**config.mk**
```make
export PLATFORM = sky130hd
export DESIGN_NAME = dbnc_filter
export DESIGN_NICKNAME = d
export VERILOG_FILES = /design/src/rtl/dbnc_pkg.sv /design/src/rtl/dbnc_sync.sv /design/src/rtl/dbnc_limit.sv /design/src/rtl/dbnc_core.sv /design/src/rtl/dbnc_filter.sv
export SDC_FILE = /design/constraint.sdc
export NUM_CORES = 1
export LEC_CHECK = 0
export BUFFER_PORTS_ARGS = -buffer_cell sky130_fd_sc_hd__buf_2
export CAP_MARGIN = 20
export CELL_PAD_IN_SITES_DETAIL_PLACEMENT = 1
export CELL_PAD_IN_SITES_GLOBAL_PLACEMENT = 2
export CORE_MARGIN = 3
export CORE_UTILIZATION = 34
export DETAILED_ROUTE_END_ITERATION = 16
export MAX_ROUTING_LAYER = met4
export PLACE_DENSITY_LB_ADDON = 0.08
export SLEW_MARGIN = 10
export SYNTH_ARGS = -nofsm -noshare
export SYNTH_HDL_FRONTEND = slang
export SYNTH_HIERARCHICAL = 1
export SYNTH_SLANG_ARGS = --single-unit
```
**constraint.sdc**
```tcl
create_clock -name clk_i -period 3.1 [get_ports clk_i]
set_input_delay 0 -clock clk_i [delete_from_list [all_inputs] [get_ports clk_i]]
set_output_delay 0 -clock clk_i [all_outputs]
set_load 0.02 [all_outputs]
```
**src/rtl/dbnc_pkg.sv**
```systemverilog
package dbnc_pkg;
  typedef enum logic [1:0] {
    FM_BYPASS    = 2'b00,
    FM_BOTH      = 2'b01,
    FM_KEEP_LOW  = 2'b10,
    FM_KEEP_HIGH = 2'b11
  } filt_mode_e;
endpackage

```
**src/rtl/dbnc_sync.sv**
```systemverilog
module dbnc_sync #(
  parameter int STAGES = 2
) (
  input  logic clk_i,
  input  logic rst_ni,
  input  logic d_i,
  output logic q_o
);
  logic [STAGES-1:0] stg_q;

  for (genvar g = 0; g < STAGES; g++) begin : g_stg
    always_ff @(posedge clk_i or negedge rst_ni) begin
      if (!rst_ni) stg_q[g] <= 1'b0;
      else         stg_q[g] <= (g == 0) ? d_i : stg_q[(g == 0) ? 0 : g-1];
    end
  end

  assign q_o = stg_q[STAGES-1];
endmodule

```
**src/rtl/dbnc_limit.sv**
```systemverilog
module dbnc_limit #(
  parameter int CNT_W     = 4,
  parameter int U0_LOG2   = 1,
  parameter int U1_LOG2   = 3,
  parameter int U2_LOG2   = 9,
  parameter int U3_LOG2   = 11,
  localparam int TMR_W    = CNT_W + U3_LOG2
) (
  input  logic [CNT_W-1:0] cnt_i,
  input  logic             unit_i,
  input  logic             large_i,
  output logic [TMR_W-1:0] limit_o
);
  logic [TMR_W-1:0] base;
  assign base = TMR_W'(cnt_i);

  always_comb begin
    unique case ({large_i, unit_i})
      2'b00:   limit_o = base << U0_LOG2;
      2'b01:   limit_o = base << U1_LOG2;
      2'b10:   limit_o = base << U2_LOG2;
      default: limit_o = base << U3_LOG2;
    endcase
  end
endmodule

```
**src/rtl/dbnc_core.sv**
```systemverilog
module dbnc_core
  import dbnc_pkg::*;
#(
  parameter int TMR_W = 15
) (
  input  logic             clk_i,
  input  logic             rst_ni,
  input  logic             tick_i,
  input  logic             sync_i,
  input  filt_mode_e       mode_i,
  input  logic [TMR_W-1:0] limit_i,
  output logic             level_o
);
  logic             filt_q;
  logic [TMR_W-1:0] tmr_q;
  logic             pass_all, guarded, done;

  assign pass_all = (mode_i == FM_BYPASS) || (limit_i == '0);

  // direction of the pending change decides whether it is timed
  always_comb begin
    unique case (mode_i)
      FM_BOTH:      guarded = 1'b1;
      FM_KEEP_LOW:  guarded = sync_i;
      FM_KEEP_HIGH: guarded = !sync_i;
      default:      guarded = 1'b0;
    endcase
  end

  assign done = (tmr_q + 1'b1) >= limit_i;

  always_ff @(posedge clk_i or negedge rst_ni) begin
    if (!rst_ni) begin
      filt_q <= 1'b0;
      tmr_q  <= '0;
    end else if (pass_all || (sync_i == filt_q) || !guarded) begin
      filt_q <= sync_i;
      tmr_q  <= '0;
    end else if (tick_i) begin
      if (done) begin
        filt_q <= sync_i;
        tmr_q  <= '0;
      end else begin
        tmr_q  <= tmr_q + 1'b1;
      end
    end
  end

  assign level_o = filt_q;
endmodule

```
**src/rtl/dbnc_filter.sv**
```systemverilog
module dbnc_filter
  import dbnc_pkg::*;
#(
  parameter int SYNC_STAGES = 2,
  parameter int CNT_W       = 4,
  parameter int U0_LOG2     = 1,
  parameter int U1_LOG2     = 3,
  parameter int U2_LOG2     = 9,
  parameter int U3_LOG2     = 11,
  localparam int TMR_W      = CNT_W + U3_LOG2
) (
  input  logic             clk_i,
  input  logic             rst_ni,
  input  logic             tick_i,
  input  logic             pad_i,
  input  logic [CNT_W-1:0] cnt_i,
  input  logic             tb_unit_i,
  input  logic             tb_large_i,
  input  logic [1:0]       mode_i,
  output logic             level_o
);
  logic             sync_q;
  logic [TMR_W-1:0] limit;

  dbnc_sync #(.STAGES(SYNC_STAGES)) u_sync (
    .clk_i (clk_i),
    .rst_ni(rst_ni),
    .d_i   (pad_i),
    .q_o   (sync_q)
  );

  dbnc_limit #(
    .CNT_W(CNT_W), .U0_LOG2(U0_LOG2), .U1_LOG2(U1_LOG2),
    .U2_LOG2(U2_LOG2), .U3_LOG2(U3_LOG2)
  ) u_limit (
    .cnt_i  (cnt_i),
    .unit_i (tb_unit_i),
    .large_i(tb_large_i),
    .limit_o(limit)
  );

  dbnc_core #(.TMR_W(TMR_W)) u_core (
    .clk_i  (clk_i),
    .rst_ni (rst_ni),
    .tick_i (tick_i),
    .sync_i (sync_q),
    .mode_i (filt_mode_e'(mode_i)),
    .limit_i(limit),
    .level_o(level_o)
  );
endmodule

```
Yosys cells after proc, flatten, opt, wreduce, memory -nomap -nowiden
Index checks and enable logic that the tools add are counted. W data, S select, Z words.

Flip-flop bits (word level): 18. Bits of input ports: 12. Output and inout port bits: 1. Logic and storage cells: 31.

Add/subtract/negate cells: 1. Magnitude comparators: 1. Equal/unequal tests: 6. Muxes and demuxes: 8. Reduce and logical (&&, ||, !) cells: 11.

Operators with widths (number): $mux W15 (3); $pmux W15 S3 (1); $add A15 B1 Y15 const B (1); $ge A15 B15 Y1 (1); $logic_not A15 Y1 (1); $eq A2 B2 Y1 const B (3); $eq A2 B1 Y1 const B (2); $logic_not A2 Y1 (2); $reduce_bool A2 Y1 (2); $logic_or A1 B1 Y1 (3); $mux W1 (3); $pmux W1 S3 (1); $logic_not A1 Y1 (2); $reduce_and A2 Y1 (1); $eq A1 B1 Y1 (1).

Depth between registers and ports, before layout
Word-level depth: 8. Mapped depth: 14. Depth with buffers taken out: 12.

Modules after synthesis
Netlist, hierarchy kept.

By module, submodules not included: dbnc_core (instances 1, cells each 150, area an instance 1386.3 µm², seq. area each 400.4 µm²); dbnc_limit (instances 1, cells each 20, area an instance 152.6 µm², seq. area each 0.0 µm²); dbnc_sync (instances 1, cells each 2, area an instance 50.0 µm², seq. area each 50.0 µm²).

Worst setup path after synthesis
OpenSTA, ideal clock, no wires.

Kind: register to register. Start: reg u_core.tmr_q[0]. End: reg u_core.tmr_q[10]. Setup time: 121 ps. Data arrival time: 2762 ps. Required time: 2979 ps. Slack: 217 ps. Cell stages (with the launch flop): 12. Buffers on the path: 1. Period minus slack after synthesis: 2883 ps. Cells stage by stage: dfrtp_1 > ha_1 > and3_1 > and4_1 > nand4_1 > xnor2_1 > ha_1 > nand4_1 > o311ai_4 > nor2_4 > buf_6 > a22o_2.

Longest elaborated chain between the ends: 5.

Ends and longest elaborated chain: from (decl) (RTL line dbnc_core.sv:15) `logic [TMR_W-1:0] tmr_q;`; from (signal assigned) (RTL line dbnc_core.sv:44) `tmr_q <= tmr_q + 1'b1;`; $add A15 B1 Y15 (*) (RTL line dbnc_core.sv:30, dbnc_core.sv:44); $ge A15 B15 Y1 (RTL line dbnc_core.sv:30) `assign done = (tmr_q + 1'b1) >= limit_i;`; $mux W15 (*) (RTL line dbnc_core.sv:40) `if (done) begin`; $mux W15 (*) (RTL line dbnc_core.sv:39) `end else if (tick_i) begin`; $mux W15 (*) (RTL line dbnc_core.sv:36) `end else if (pass_all || (sync_i == filt_q) || !guarded) begin`.

Mark *: on every way between the ends. The rest lies on a longest branch, timed or not. The select of a mux whose other input is x is not followed. A chain may end at the register's enable or synchronous reset.

Worst setup path in the final report
Start: reg u_core.tmr_q[1]. End: reg u_core.filt_q, in the netlist u_core/level_o.

Longest elaborated chain between the ends: 4.

Ends and longest elaborated chain: $add A15 B1 Y15 (RTL line dbnc_core.sv:30); $ge A15 B15 Y1 (RTL line dbnc_core.sv:30); $reduce_bool A2 Y1 (no source line); $reduce_and A2 Y1 (no source line); to (signal assigned) (RTL line dbnc_core.sv:37) `filt_q <= sync_i;`; to (signal assigned) (RTL line dbnc_core.sv:41) `filt_q <= sync_i;`; to (decl) (RTL line dbnc_core.sv:14) `logic filt_q;`.

Every way passes these cells.

==> metrics <==
status=completed; Clk pin slew, worst setup/hold paths=0.07 ns; number of synthesized flops with an enable pin=0; Layout Utilization=42.20%; Post-DP HPWL=3393 µm; clk buf depth=2; Met1 Wirelength=1893 µm; Final Hold Slack=0.2090 ns; maximum VDD drop=0.0001924 V; DRT Pass-1 Iters=4; synthesis-stage register bit count=18; die height=74.37 µm; H-tree levels=1; Worst Clk Skew=0.001051 ns; most frequent cells in the layout=dfrtp_1 (18), inv_1 (16), ha_1 (16); GRT Total Usage=16.39%; RD Place Congestion=0.7654; met3 WL post-DR=71 µm; min Tclk post-route=2.985 ns; Chip Width=74.37 µm; Total Nets Final=226; port bufs=12; count of final setup violators=0; CP Launch Type=flop; vias in the first global route=1,446; final worst slack=0.1146 ns; Avg Vias per Cell=5.365; CTS root buf=clkbuf_8; Final Max Slew Viols=0; max layer used=met4; Remaining DRCs=0; CTS Buf Count=3; Fillers=542; top_reg_cell synth=dfrtp_1; IO Count=13; fraction of registers with async set/reset=100.0%; CTS tree=done; most common cell after layout, fill and taps aside=dfrtp_1; critical path class=flop to flop; Req. time, crit path=3.24 ns; period utilization=96.30%; crit path max fanout=4; CORE AREA=0.004444 mm²; Synth Warn #=6; WL final=4224 µm; clock latency at the later pin of the worst-skew pair=0.25 ns; via total after detailed routing=1,336; ratio of total power to cell area=311.7 mW/mm²; final hold vios=0; CP Data Arrival Time=3.13 ns; effective utilization at floorplan=35.75%; met2 WL=2250 µm; Antenna Nets Post-Route=0; max_cap viols=0; Area Growth Syn to Fin=18.03%; register area share after synthesis=28.35%; Design Power=0.5847 mW; fmax=335.0 MHz; Place WS=-0.03301 ns; row cnt=24; Syn Std Cell Area=0.001589 mm²; first-pass GRT wire length=6796 µm; share of cells above drive strength 1=28.43%; number of inserted diodes=0; initial antenna violation count=0; P_leak=0.9122 nW; hold crit path type=primary input to async pin; syn_area_per_cell=9.239 µm²; Syn Inst Count=172; placed cells=240; Sink Count=18; drt first-iter violations=20; Die Area=0.005530 mm²; GR Overflow Total=0; Worst Setup End Kind=flop; Wirelength per Cell=16.96 µm; Finished Layout Cells=249; largest net degree at the start of global routing=19; library cells used by synthesis=41
## area by class of cell
class | instances | area (µm²) | share of cell area (%)
Sequential cell | 18 | 450.4 | 24.02
Timing Repair Buffer | 27 | 190.2 | 10.14
Clock buffer | 4 | 55.05 | 2.935
Tap cell | 52 | 65.06 | 3.469
Inverter | 16 | 60.06 | 3.202
Multi-Input combinational cell | 132 | 1055 | 56.24
## through the flow
stage | area (µm²) | setup TNS [ns]
2_1_floorplan | 1597 | 0
3_3_place_gp | 1750 | 0
3_5_place_dp | 1750 | -0.04248
4_1_cts | 1829 | 0
5_1_grt | 1876 | -0.002468
6_report | 1876 | 0
## cells by family (layout without fill, tap and decap cells)
logic type                 Yosys count  after routing  synth area share [%]
other                                1              3                0.2360
AOI/OAI and AO/OA                   35             35                 18.82
and+or+nand+nor                     61             61                 22.68
xor gates and xnor gates            13             13                 7.165
muxes                                4              4                 2.677
DFF                                 18             18                 28.35
adders and majority gates           16             16                 12.60
buffers and inverters               24             47                 7.480
## registers in the layout, summed over array words and instances (netlist names)
register	cells
u_sync/q_o	1
u_core/level_o	1
u_sync/stg_q	1
u_core/tmr_q	15
## metal layers
metal	track usage, %	up-vias
met2	28.98	10
li1	-	665
met5	-	-
met4	2.964	0
met3	3.514	2
met1	19.17	659
## final timing paths
path | startpoint | to | slack [ns] | depth (start not counted)
max reg2reg | u_core/tmr_q[1] | u_core/level_o | 0.11 | 12
min reg2reg | u_sync/stg_q[0] | u_sync/q_o | 0.37 | 0
max in group asynchronous | rst_ni | u_core/tmr_q[13] | 2.59 | 2
min | rst_ni | u_sync/q_o | 0.21 | 2
max | u_core/tmr_q[1] | u_core/level_o | 0.11 | 12
min in group clk_i | tick_i | u_core/tmr_q[10] | 0.25 | 3
## power by group
group          switching (mW)  total (mW)  internal, mW
Clock                  0.0824       0.195         0.113
Combinational          0.0789       0.144        0.0651
Sequential            0.00522       0.245         0.240
## cells in the mapped netlist, types with 3 or more instances
cell type / number / share of area [%]
nand3_1: 5 / 1.6
nor4_1: 3 / 1.2
a22o_1: 7 / 3.9
xnor2_1: 9 / 5.0
buf_4: 3 / 1.4
xor2_1: 4 / 2.2
ha_1: 16 / 13
dfrtp_1: 18 / 28
a21oi_1: 6 / 1.9
nand4_1: 6 / 2.4
inv_1: 16 / 3.8
and3b_2: 4 / 2.5
nor3b_1: 3 / 1.4
nor2_1: 14 / 3.3
o22ai_1: 4 / 1.6
nand2_1: 9 / 2.1
a22o_2: 4 / 2.5
o21ai_0: 3 / 0.94
a221o_2: 3 / 2.1
nor2b_1: 5 / 2.0
## worst max-delay path, stage by stage (launching register included)
cell,delay [ns]
dfrtp_1,0.40
ha_1,0.20
and3_4,0.21
and4_4,0.26
nand4_1,0.18
xnor2_2,0.19
ha_1,0.31
a21oi_1,0.15
o21ai_0,0.13
a21oi_2,0.20
o31ai_1,0.11
a21oi_1,0.19
mux2_2,0.35
## repair_timing
action                                 CTS  global route
buffers inserted                         0             3
pin swaps                                1             3
hold buffers                             2             0
endpoints found under the hold margin   19             0
resized for setup                        1             6
setup endpoints to repair                6            16
No activity file was read; power rests on OpenSTA's default activity.
